$ cat config.mk
export PLATFORM = sky130hd
export DESIGN_NAME = i2cbuf_master
export DESIGN_NICKNAME = d
export VERILOG_FILES = /design/src/rtl/i2cbuf_pkg.sv /design/src/rtl/i2cbuf_ring.sv /design/src/rtl/i2cbuf_seq.sv /design/src/rtl/i2cbuf_master.sv
export SDC_FILE = /design/constraint.sdc
export NUM_CORES = 2
export LEC_CHECK = 0
export BUFFER_PORTS_ARGS = -buffer_cell sky130_fd_sc_hd__clkbuf_2
export CORE_UTILIZATION = 30
export DETAILED_ROUTE_END_ITERATION = 10
export PLACE_DENSITY = 0.47
export SETUP_SLACK_MARGIN = 0.1
export SLEW_MARGIN = 20
export SYNTH_ARGS = -nofsm -noshare
export SYNTH_HDL_FRONTEND = slang
export SYNTH_SLANG_ARGS = --single-unit
$ cat constraint.sdc
create_clock -name clk -period 7.1 [get_ports clk]
set_input_delay 0.71 -clock clk [delete_from_list [all_inputs] [get_ports clk]]
set_output_delay 0.71 -clock clk [all_outputs]
set_load 0.005 [all_outputs]
$ cat src/rtl/i2cbuf_pkg.sv
package i2cbuf_pkg;

   typedef enum logic [1:0] {
      OP_START = 2'd0,
      OP_STOP  = 2'd1,
      OP_WRITE = 2'd2,
      OP_READ  = 2'd3
   } eng_op_t;

   typedef enum logic [2:0] {
      S_IDLE,
      S_START,
      S_HOLD,
      S_XFER,
      S_STOP
   } seq_state_t;

   localparam logic [7:0] ST_IDLE         = 8'hF8;
   localparam logic [7:0] ST_STARTED      = 8'h08;
   localparam logic [7:0] ST_TX_DONE      = 8'h28;
   localparam logic [7:0] ST_TX_NACK      = 8'h30;
   localparam logic [7:0] ST_RX_ADDR_NACK = 8'h48;
   localparam logic [7:0] ST_RX_MORE      = 8'h50;
   localparam logic [7:0] ST_RX_LAST      = 8'h58;

endpackage

$ cat src/rtl/i2cbuf_ring.sv
module i2cbuf_ring #(
   parameter int DEPTH = 68,
   parameter int DW    = 8,
   localparam int IW   = $clog2(DEPTH)
) (
   input  logic          clk,
   input  logic          rst_n,
   input  logic          rewind,
   input  logic          h_we,
   input  logic [DW-1:0] h_wdata,
   input  logic          h_re,
   output logic [DW-1:0] h_rdata,
   input  logic [IW-1:0] e_idx,
   input  logic          e_we,
   input  logic [DW-1:0] e_wdata,
   output logic [DW-1:0] e_rdata,
   output logic [DW-1:0] mem0
);

   logic [DW-1:0] mem [DEPTH];
   logic [IW-1:0] hw_ptr, hr_ptr, hw_nxt, hr_nxt;

   generate
      if (DEPTH < 2) begin : g_bad_depth
         $error("i2cbuf_ring: DEPTH must be at least 2");
      end
      if ((1 << IW) == DEPTH) begin : g_pow2
         assign hw_nxt = hw_ptr + 1'b1;
         assign hr_nxt = hr_ptr + 1'b1;
      end else begin : g_mod
         assign hw_nxt = (hw_ptr == IW'(DEPTH - 1)) ? '0 : hw_ptr + 1'b1;
         assign hr_nxt = (hr_ptr == IW'(DEPTH - 1)) ? '0 : hr_ptr + 1'b1;
      end
   endgenerate

   always_ff @(posedge clk or negedge rst_n) begin
      if (!rst_n) begin
         hw_ptr <= '0;
         hr_ptr <= '0;
      end else begin
         if (rewind)    hw_ptr <= '0;
         else if (h_we) hw_ptr <= hw_nxt;
         if (rewind)    hr_ptr <= '0;
         else if (h_re) hr_ptr <= hr_nxt;
      end
   end

   // engine receive write wins over a host write to the same slot
   always_ff @(posedge clk or negedge rst_n) begin
      if (!rst_n) begin
         for (int i = 0; i < DEPTH; i++) mem[i] <= '0;
      end else begin
         if (e_we) mem[e_idx] <= e_wdata;
         if (h_we && !(e_we && (e_idx == hw_ptr))) mem[hw_ptr] <= h_wdata;
      end
   end

   assign h_rdata = mem[hr_ptr];
   assign e_rdata = mem[e_idx];
   assign mem0    = mem[0];

   p_wptr_range_r3: assert property (@(posedge clk) disable iff (!rst_n)
      (hw_ptr < IW'(DEPTH)) && (hr_ptr < IW'(DEPTH)));

   p_wrap_r3: assert property (@(posedge clk) disable iff (!rst_n)
      (h_we && !rewind && (hw_ptr == IW'(DEPTH - 1))) |=> (hw_ptr == '0));

endmodule

$ cat src/rtl/i2cbuf_seq.sv
module i2cbuf_seq
   import i2cbuf_pkg::*;
#(
   parameter int DEPTH = 68,
   localparam int CW   = $clog2(DEPTH + 1),
   localparam int IW   = $clog2(DEPTH)
) (
   input  logic          clk,
   input  logic          rst_n,
   input  logic          cnt_we,
   input  logic [CW-1:0] cnt_val,
   input  logic          cnt_lb,
   input  logic          ctl_we,
   input  logic          ctl_sta,
   input  logic          ctl_sto,
   input  logic          ctl_mode,
   output logic          si,
   output logic [7:0]    status,
   output logic [CW-1:0] xfer_count,
   output logic          eng_req,
   output logic [1:0]    eng_op,
   output logic [7:0]    eng_wdata,
   output logic          eng_ack,
   input  logic          eng_done,
   input  logic          eng_nack,
   input  logic [7:0]    eng_rdata,
   output logic [IW-1:0] e_idx,
   output logic          e_we,
   output logic [7:0]    e_wdata,
   input  logic [7:0]    e_rdata,
   input  logic [7:0]    mem0,
   output logic          rewind
);

   seq_state_t    state;
   logic [CW-1:0] bc, left, cnt;
   logic          lb, blk_lb, addr_pend, dir_rd;
   logic [IW-1:0] idx, idx_nxt;
   logic          ctl_ok, addr_rd_phase, xfer_rd, blk_end, cnt_ok;

   assign ctl_ok        = ctl_we && ctl_mode;
   assign cnt_ok        = cnt_we && (cnt_val != '0) && (cnt_val <= CW'(DEPTH));
   assign addr_rd_phase = addr_pend && mem0[0];
   assign xfer_rd       = !addr_pend && dir_rd;
   assign idx_nxt       = (idx == IW'(DEPTH - 1)) ? '0 : idx + 1'b1;

   always_comb begin
      if (addr_rd_phase) blk_end = eng_nack;
      else if (xfer_rd)  blk_end = (left == CW'(1));
      else               blk_end = eng_nack || (left == CW'(1));
   end

   assign eng_req = (state == S_START) || (state == S_XFER) || (state == S_STOP);
   always_comb begin
      unique case (state)
         S_START: eng_op = OP_START;
         S_STOP:  eng_op = OP_STOP;
         default: eng_op = xfer_rd ? OP_READ : OP_WRITE;
      endcase
   end
   assign eng_wdata  = addr_rd_phase ? mem0 : e_rdata;
   assign eng_ack    = !(blk_lb && (left == CW'(1)));
   assign e_idx      = idx;
   assign e_we       = (state == S_XFER) && eng_done && xfer_rd;
   assign e_wdata    = eng_rdata;
   assign rewind     = eng_done && ((state == S_START) || ((state == S_XFER) && blk_end));
   assign xfer_count = cnt;

   always_ff @(posedge clk or negedge rst_n) begin
      if (!rst_n) begin
         state     <= S_IDLE;
         bc        <= CW'(1);
         lb        <= 1'b0;
         blk_lb    <= 1'b0;
         left      <= '0;
         cnt       <= '0;
         idx       <= '0;
         addr_pend <= 1'b0;
         dir_rd    <= 1'b0;
         si        <= 1'b0;
         status    <= ST_IDLE;
      end else begin
         if (cnt_ok) begin
            bc <= cnt_val;
            lb <= cnt_lb;
         end
         unique case (state)
            S_IDLE: if (ctl_ok && ctl_sta) state <= S_START;
            S_START: if (eng_done) begin
               state     <= S_HOLD;
               si        <= 1'b1;
               status    <= ST_STARTED;
               addr_pend <= 1'b1;
            end
            S_HOLD: if (ctl_ok) begin
               si <= 1'b0;
               if (ctl_sto)      state <= S_STOP;
               else if (ctl_sta) state <= S_START;
               else begin
                  state  <= S_XFER;
                  left   <= bc;
                  blk_lb <= lb;
                  cnt    <= '0;
                  idx    <= '0;
               end
            end
            S_XFER: if (eng_done) begin
               if (addr_rd_phase) begin
                  addr_pend <= 1'b0;
                  dir_rd    <= 1'b1;
                  if (blk_end) status <= ST_RX_ADDR_NACK;
               end else begin
                  if (!xfer_rd) begin
                     addr_pend <= 1'b0;
                     dir_rd    <= 1'b0;
                  end
                  cnt  <= cnt + 1'b1;
                  idx  <= idx_nxt;
                  left <= left - 1'b1;
                  if (xfer_rd)       status <= blk_lb ? ST_RX_LAST : ST_RX_MORE;
                  else if (eng_nack) status <= ST_TX_NACK;
                  else               status <= ST_TX_DONE;
               end
               if (blk_end) begin
                  state <= S_HOLD;
                  si    <= 1'b1;
               end
            end
            S_STOP: if (eng_done) begin
               state     <= S_IDLE;
               status    <= ST_IDLE;
               addr_pend <= 1'b0;
            end
            default: state <= S_IDLE;
         endcase
      end
   end

   p_req_stable_r5: assert property (@(posedge clk) disable iff (!rst_n)
      (eng_req && !eng_done) |=> (eng_req && $stable(eng_op) && $stable(eng_wdata) && $stable(eng_ack)));

   p_si_status_r4: assert property (@(posedge clk) disable iff (!rst_n)
      $rose(si) |-> (status != ST_IDLE));

   p_bc_range_r2: assert property (@(posedge clk) disable iff (!rst_n)
      (bc != '0) && (bc <= CW'(DEPTH)));

   p_cnt_bound_r6: assert property (@(posedge clk) disable iff (!rst_n)
      xfer_count <= CW'(DEPTH));

   p_nack_abort_r7: assert property (@(posedge clk) disable iff (!rst_n)
      ((state == S_XFER) && eng_done && !addr_pend && !dir_rd && eng_nack)
      |=> (si && (status == ST_TX_NACK)));

   p_stop_idle_r11: assert property (@(posedge clk) disable iff (!rst_n)
      ((state == S_STOP) && eng_done) |=> (!si && (status == ST_IDLE)));

   p_mode_ignored_r12: assert property (@(posedge clk) disable iff (!rst_n)
      (si && ctl_we && !ctl_mode) |=> si);

endmodule

$ cat src/rtl/i2cbuf_master.sv
module i2cbuf_master
   import i2cbuf_pkg::*;
#(
   parameter int DEPTH = 68,
   localparam int CW   = $clog2(DEPTH + 1),
   localparam int IW   = $clog2(DEPTH)
) (
   input  logic          clk,
   input  logic          rst_n,
   input  logic          cnt_we,
   input  logic [CW-1:0] cnt_val,
   input  logic          cnt_lb,
   input  logic          buf_we,
   input  logic [7:0]    buf_wdata,
   input  logic          buf_re,
   output logic [7:0]    buf_rdata,
   input  logic          ctl_we,
   input  logic          ctl_sta,
   input  logic          ctl_sto,
   input  logic          ctl_mode,
   output logic          si,
   output logic [7:0]    status,
   output logic [CW-1:0] xfer_count,
   output logic          eng_req,
   output logic [1:0]    eng_op,
   output logic [7:0]    eng_wdata,
   output logic          eng_ack,
   input  logic          eng_done,
   input  logic          eng_nack,
   input  logic [7:0]    eng_rdata
);

   logic [IW-1:0] e_idx;
   logic          e_we, rewind;
   logic [7:0]    e_wdata, e_rdata, mem0;

   i2cbuf_ring #(.DEPTH(DEPTH), .DW(8)) u_ring (
      .clk     (clk),
      .rst_n   (rst_n),
      .rewind  (rewind),
      .h_we    (buf_we),
      .h_wdata (buf_wdata),
      .h_re    (buf_re),
      .h_rdata (buf_rdata),
      .e_idx   (e_idx),
      .e_we    (e_we),
      .e_wdata (e_wdata),
      .e_rdata (e_rdata),
      .mem0    (mem0)
   );

   i2cbuf_seq #(.DEPTH(DEPTH)) u_seq (
      .clk        (clk),
      .rst_n      (rst_n),
      .cnt_we     (cnt_we),
      .cnt_val    (cnt_val),
      .cnt_lb     (cnt_lb),
      .ctl_we     (ctl_we),
      .ctl_sta    (ctl_sta),
      .ctl_sto    (ctl_sto),
      .ctl_mode   (ctl_mode),
      .si         (si),
      .status     (status),
      .xfer_count (xfer_count),
      .eng_req    (eng_req),
      .eng_op     (eng_op),
      .eng_wdata  (eng_wdata),
      .eng_ack    (eng_ack),
      .eng_done   (eng_done),
      .eng_nack   (eng_nack),
      .eng_rdata  (eng_rdata),
      .e_idx      (e_idx),
      .e_we       (e_we),
      .e_wdata    (e_wdata),
      .e_rdata    (e_rdata),
      .mem0       (mem0),
      .rewind     (rewind)
   );

endmodule

* Yosys cells after proc, flatten, opt, wreduce, memory -nomap -nowiden
Cells that the tools add are included.
** Cells by class
- $add $sub $neg :: 5
- $lt $le $gt $ge :: 6
- Equality and inequality tests :: 21
- Muxes and demuxes :: 70
- Bitwise gates (word level) :: 5
- Reductions and logical operators :: 36
** Operators with widths (number)
- bitwise mux 544 bit :: 2
- two-way mux 544 bit :: 2
- two-way mux 7 bit :: 19
- binary-select mux 8 bit (select 7 bit) :: 2
- demux 8 bit (select 7 bit) :: 2
- two-way mux 8 bit :: 13
- case mux 7 bit (2 select lines) :: 3
- adder 7 x 1 -> 7 bit (second input constant) :: 4
- >= comparator 8 bit (second input constant) :: 3
- inverter 7 -> 8 bit :: 3
- case mux 8 bit (3 select lines) :: 1
- equality test 7 bit (second input constant) :: 3
- two-way mux 3 bit :: 7
- less-than comparator 8 x 1 -> 1 bit (second input constant) :: 2
- logical AND 1 bit :: 15
- case mux 3 bit (5 select lines) :: 1
- AND reduction 5 bit :: 3
- two-way mux 1 bit :: 12
- != test 2 bit (second input constant) :: 6
- AND reduction 6 bit :: 2
- != test 2 x 1 -> 1 bit (second input constant) :: 4
- equality test 7 x 1 -> 1 bit (second input constant) :: 1
- equality test 7 bit :: 1
- <= comparator 7 bit (second input constant) :: 1
- other kinds (20) :: 31
** Word-level totals
- Flip-flop bits (word level) :: 602

* Depth between registers and ports, before layout
- Depth after elaboration :: 9
- Gate-level depth with buffers :: 11
- Depth with buffers taken out :: 8

* By module
Synthesis repeated with hierarchy kept, for this count alone.
** Second synthesis, totals
- Cell total of the unflattened synthesis :: 3833
- Area, all modules :: 38598.3 sq um
** By module, submodules not included
- i2cbuf_ring :: instances 1, cells an instance 3574, area each 36125.9 sq um
- i2cbuf_seq :: instances 1, cells an instance 259, area each 2472.4 sq um

* Worst setup path after synthesis
OpenSTA, ideal clock, no wires.
- Kind :: reg2out
- Start point :: register u_ring.hr_ptr[0]
- End point :: output port buf_rdata[4]
- Data arrival time :: 2.220 ns
- Setup slack :: 4.170 ns
- Cell stages (with the launch flop) :: 9
- Buffers on the path :: 5
- Cells stage by stage :: dfrtp_1 buf_2 buf_4 buf_4 buf_2 buf_2 mux4_2 a32oi_1 o21ai_0
** Between the ends
- Word-level cells in the longest chain between the ends :: 4
** Ends and longest elaborated chain
- from (decl) :: RTL line i2cbuf_ring.sv:21 : logic [IW-1:0] hw_ptr, hr_ptr, hw_nxt, hr_nxt;
- from (signal assigned) :: RTL line i2cbuf_ring.sv:44 : else if (h_re) hr_ptr <= hr_nxt;
- inverter 7 -> 8 bit (not written as such) :: RTL line i2cbuf_ring.sv:58 : assign h_rdata = mem[hr_ptr];
- binary-select mux 8 bit (select 7 bit) :: RTL line i2cbuf_ring.sv:58
- two-way mux 8 bit (not written as such) (2 in a row) :: RTL line i2cbuf_ring.sv:58
- to (decl) :: RTL line i2cbuf_master.sv:16 : output logic [7:0] buf_rdata,
Every way passes these cells. The select of a mux whose other input is x is not followed.

* Final worst setup path
- Start point :: register u_seq.idx[0], in the netlist u_seq.e_idx[0]
- End point :: output port eng_wdata[0]
** Between the ends
- Word-level cells in the longest chain between the ends :: 5
** Ends and longest elaborated chain
- from (decl) :: RTL line i2cbuf_seq.sv:38 : logic [IW-1:0] idx, idx_nxt;
- from (signal assigned) :: RTL line i2cbuf_seq.sv:118 : idx <= idx_nxt;
- inverter 7 -> 8 bit (not written as such) :: RTL line i2cbuf_ring.sv:59 : assign e_rdata = mem[e_idx];
- binary-select mux 8 bit (select 7 bit) :: RTL line i2cbuf_ring.sv:59
- two-way mux 8 bit (not written as such) (2 in a row) :: RTL line i2cbuf_ring.sv:59
- two-way mux 8 bit :: RTL line i2cbuf_seq.sv:61 : assign eng_wdata = addr_rd_phase ? mem0 : e_rdata;
- to (decl) :: RTL line i2cbuf_master.sv:26 : output logic [7:0] eng_wdata,
Every way passes these cells. The select of a mux whose other input is x is not followed.

==> key figures <==
Outcome
  – Outcome: complete, no violations

Synth
  – Mux cell area share after synthesis: 0.404
  – Compound-Gate Fraction of Synth Area: 0.0818
  – Most frequent cell after synthesis: mux2i_1
  – Post-Synth Adder-Cell Area: 0.00195
  – Top cell type by total area after synthesis: dfrtp_1
  – Flops & latches, synth: 599
  – Post-synth top area share: 0.384
  – Primary FF master, synth: dfrtp_1
  – Xor/xnor cell area share of the yosys netlist: 0.00431
  – Largest family of logic cells by synthesized area: multiplexers
  – Register area share after synthesis: 0.389
  – Post-synth top cells: mux2i_1, dfrtp_1, nor2_1
  – Post-synth design cell area: 38600 µm²
  – Post-synth EDFFs: 0
  – Synth Area in Simple Gates: 0.0803
  – Post-synth cell types: 82
  – Synth area leaders: dfrtp_1, mux2i_1, mux4_2, a21oi_1, mux2_2
  – Mean post-synth cell area: 11.6 µm²
  – Post-synth ARST share: 1.00
  – Synth Warn #: 0
  – Mapped Cells: 3337

Worst hold path
  – HP Class: primary input to async pin

Timing
  – Final slew viol count: 0
  – Minimum clock period: 5.38 ns
  – Hold Vio Cnt, Final: 0
  – Slew headroom: 0.227
  – RSZ-0062 raised after global routing: no
  – FMAX: 0.186 GHz
  – Sum Neg Setup Slack: 0 ns
  – Final worst-path cycle share: 0.758
  – # setup viols final: 0
  – Max Clock Skew: 0.0248 ns
  – Worst slew pin tran: 1.16 ns

CTS
  – Htree depth: 3
  – Post-CTS Setup Repair Bufs: 0
  – Skew-Pair Late Insertion Delay: 0.66 ns
  – CTS tree: done
  – Total CTS buffers: 77
  – CTS max path bufs: 3
  – Post-CTS Hold Buffers: 0
  – Clock sink total: 599
  – Post-CTS Resized: 0
  – CTS root buffer: clkbuf_16
  – CTS clk-pin slew, worst paths: 0.06 ns

Power and ir drop
  – Leak Pwr: 0.0191 µW
  – Peak supply drop: 0.176 mV
  – Cell Pwr Density: 297 nW/µm²

Setup path
  – Worst Path Required: 6.39 ns
  – Worst setup EP type: output pin
  – Crit path kind: flip-flop to output pin
  – CP max FO: 43
  – Worst Path Arrival: 4.67 ns
  – CP Launch Type: flip-flop
  – R2r setup slk: 2.74 ns

Placement
  – Final HPWL DP: 107000 µm
  – Port bufs: 67
  – Placed cell count: 4823
  – GPL Wtd Cong: 0.963

Die
  – Initial Util: 0.303
  – Row count: 131
  – Core area: 128000 µm²
  – IO Pins: 71
  – Die span in x: 361 µm
  – Die area: 130000 µm²
  – Die Ht: 361 µm

Routing
  – Via count: 29539
  – Antenna-violating nets left: 0
  – Drt wl/cell: 32.7 µm
  – Vias per cell: 5.95
  – DRC: 0
  – DR pass1 iterations: 6
  – Total wire length: 162000 µm
  – Iter 0 DRT Violations: 3392

Finish
  – # nets final: 3281
  – Layout cells sized above 1: 0.217
  – Finished Layout Cells: 4963
  – Area Overhead vs Synth: 11.5%
  – ANT cells: 0

Global route
  – Vias in the first global route: 28482
  – GRT Util Overall: 0.246
  – Largest net degree at the start of global routing: 157
  – Initial antenna violation count: 7
  – GRT overflow: 0
  – Global-route wire length before repair: 232000 µm

Flow run
  – Maxcap violations: 0
==> critical path, stage by stage (launching register included) <==
cell and delay (ns):
dfrtp_4 0.89, nor2b_2 0.89, a221oi_1 0.21, o21bai_1 0.25, a221oi_1 0.60, a31oi_1 0.30
o221ai_1 0.58, clkbuf_2 0.24
==> routing by layer <==
| layer | global-route usage | vias up | part of all wire |
|---|---|---|---|
| met1 | 0.347 | 15378 | 0.44 |
| li1 | - | 12384 | - |
| met5 | 0.00148 | - | 0.00025 |
| met4 | 0.0809 | 8 | 0.035 |
| met2 | 0.372 | 1481 | 0.44 |
| met3 | 0.0505 | 288 | 0.082 |
==> worst paths after layout <==
check,startpoint,to,depth (start not counted)
max reg2reg,u_seq.e_idx[1],u_ring.mem[449],9
max in group asynchronous,rst_n,u_ring.mem[434],2
max,u_seq.e_idx[0],eng_wdata[0],7
min in group clk,cnt_lb,u_seq.lb,2
min,rst_n,u_seq.xfer_count[4],1
min reg2reg,u_seq.status[4],u_seq.status[4],2
==> per-stage QoR <==
| step | worst slack (ns) | total power, µW | cell area (µm²) | utilization | hold WS, ns |
|---|---|---|---|---|---|
| after floorplan | 4.17 | 6840 | 38600 | - | 0.414 |
| after global placement | 2.54 | 8460 | 40300 | 0.316 | 0.470 |
| after detailed placement | 2.57 | 8480 | 40300 | 0.316 | 0.472 |
| after CTS | 1.87 | 12800 | 43000 | 0.337 | 0.150 |
| after global routing | 1.67 | 13200 | 43000 | 0.337 | 0.183 |
| final | 1.72 | 12800 | 43000 | 0.337 | 0.123 |
==> cell families (layout without fill, tap and decap cells) <==
logic type / Yosys count / after routing
multiplexers: 1308 / 1308
flip-flops: 599 / 599
other: 1 / 3
buffers and inverters: 343 / 305
adder cells (fa/ha/maj): 6 / 6
XOR/XNOR: 19 / 19
AND/OR/NAND/NOR: 584 / 584
AO/OA/AOI/OAI: 477 / 477
==> cell usage in the layout, fill, tap and decap left out, drive strengths merged, types with 7 or more instances in the layout <==
cell type  synthesis  final
o211ai            10     10
and2               9      9
a31oi             13     13
or2                8      8
nand2b            13     13
nor2             263    263
a22o               9      9
dfrtp            593    593
a221oi            57     57
and3               7      7
o21ai             66     66
nand4              8      8
o221ai            14     14
a21oi            175    175
nand2            159    159
a22oi             31     31
buf              143     85
a211oi            14     14
mux2              71     71
clkbuf           178    171
nor2b             21     21
xnor2              9      9
or4               16     16
clkinv             8     16
a221o             18     18
nand3             30     30
mux4             192    192
nor3              28     28
inv               14     19
bufinv             0     10
xor2              10     10
o22ai             14     14
mux2i           1045   1045
==> sequential cells by signal (all words and copies together), names as in the netlist <==
register	flops
u_seq.blk_lb	1
u_seq.state	3
u_seq.left	7
u_ring.hw_ptr	7
u_ring.mem	536
u_seq.e_idx	7
u_seq.bc	7
u_ring.mem0	8
u_seq.status	5
u_seq.dir_rd	1
u_ring.hr_ptr	7
u_seq.si	1
u_seq.xfer_count	7
u_seq.addr_pend	1
u_seq.lb	1
==> power breakdown <==
| part | internal, µW | switching (µW) | total (µW) | leakage, µW |
|---|---|---|---|---|
| Sequential | 3860 | 738 | 4590 | 0.00806 |
| Combinational | 1600 | 2340 | 3940 | 0.00967 |
| Clock | 2610 | 1650 | 4260 | 0.00133 |
| Total | 8070 | 4720 | 12800 | 0.0191 |
==> final cells by class <==
| type | count | area, µm² |
|---|---|---|
| fill | 12742 | 84500 |
| multi-input combinational | 2397 | 22200 |
| sequential | 599 | 15000 |
| clock buffer | 113 | 2310 |
| tap | 1662 | 2080 |
| timing repair buffer | 143 | 978 |
| clock inverter | 27 | 399 |
| inverter | 22 | 87.6 |
Note: power is estimated with default switching activity, not from simulation.
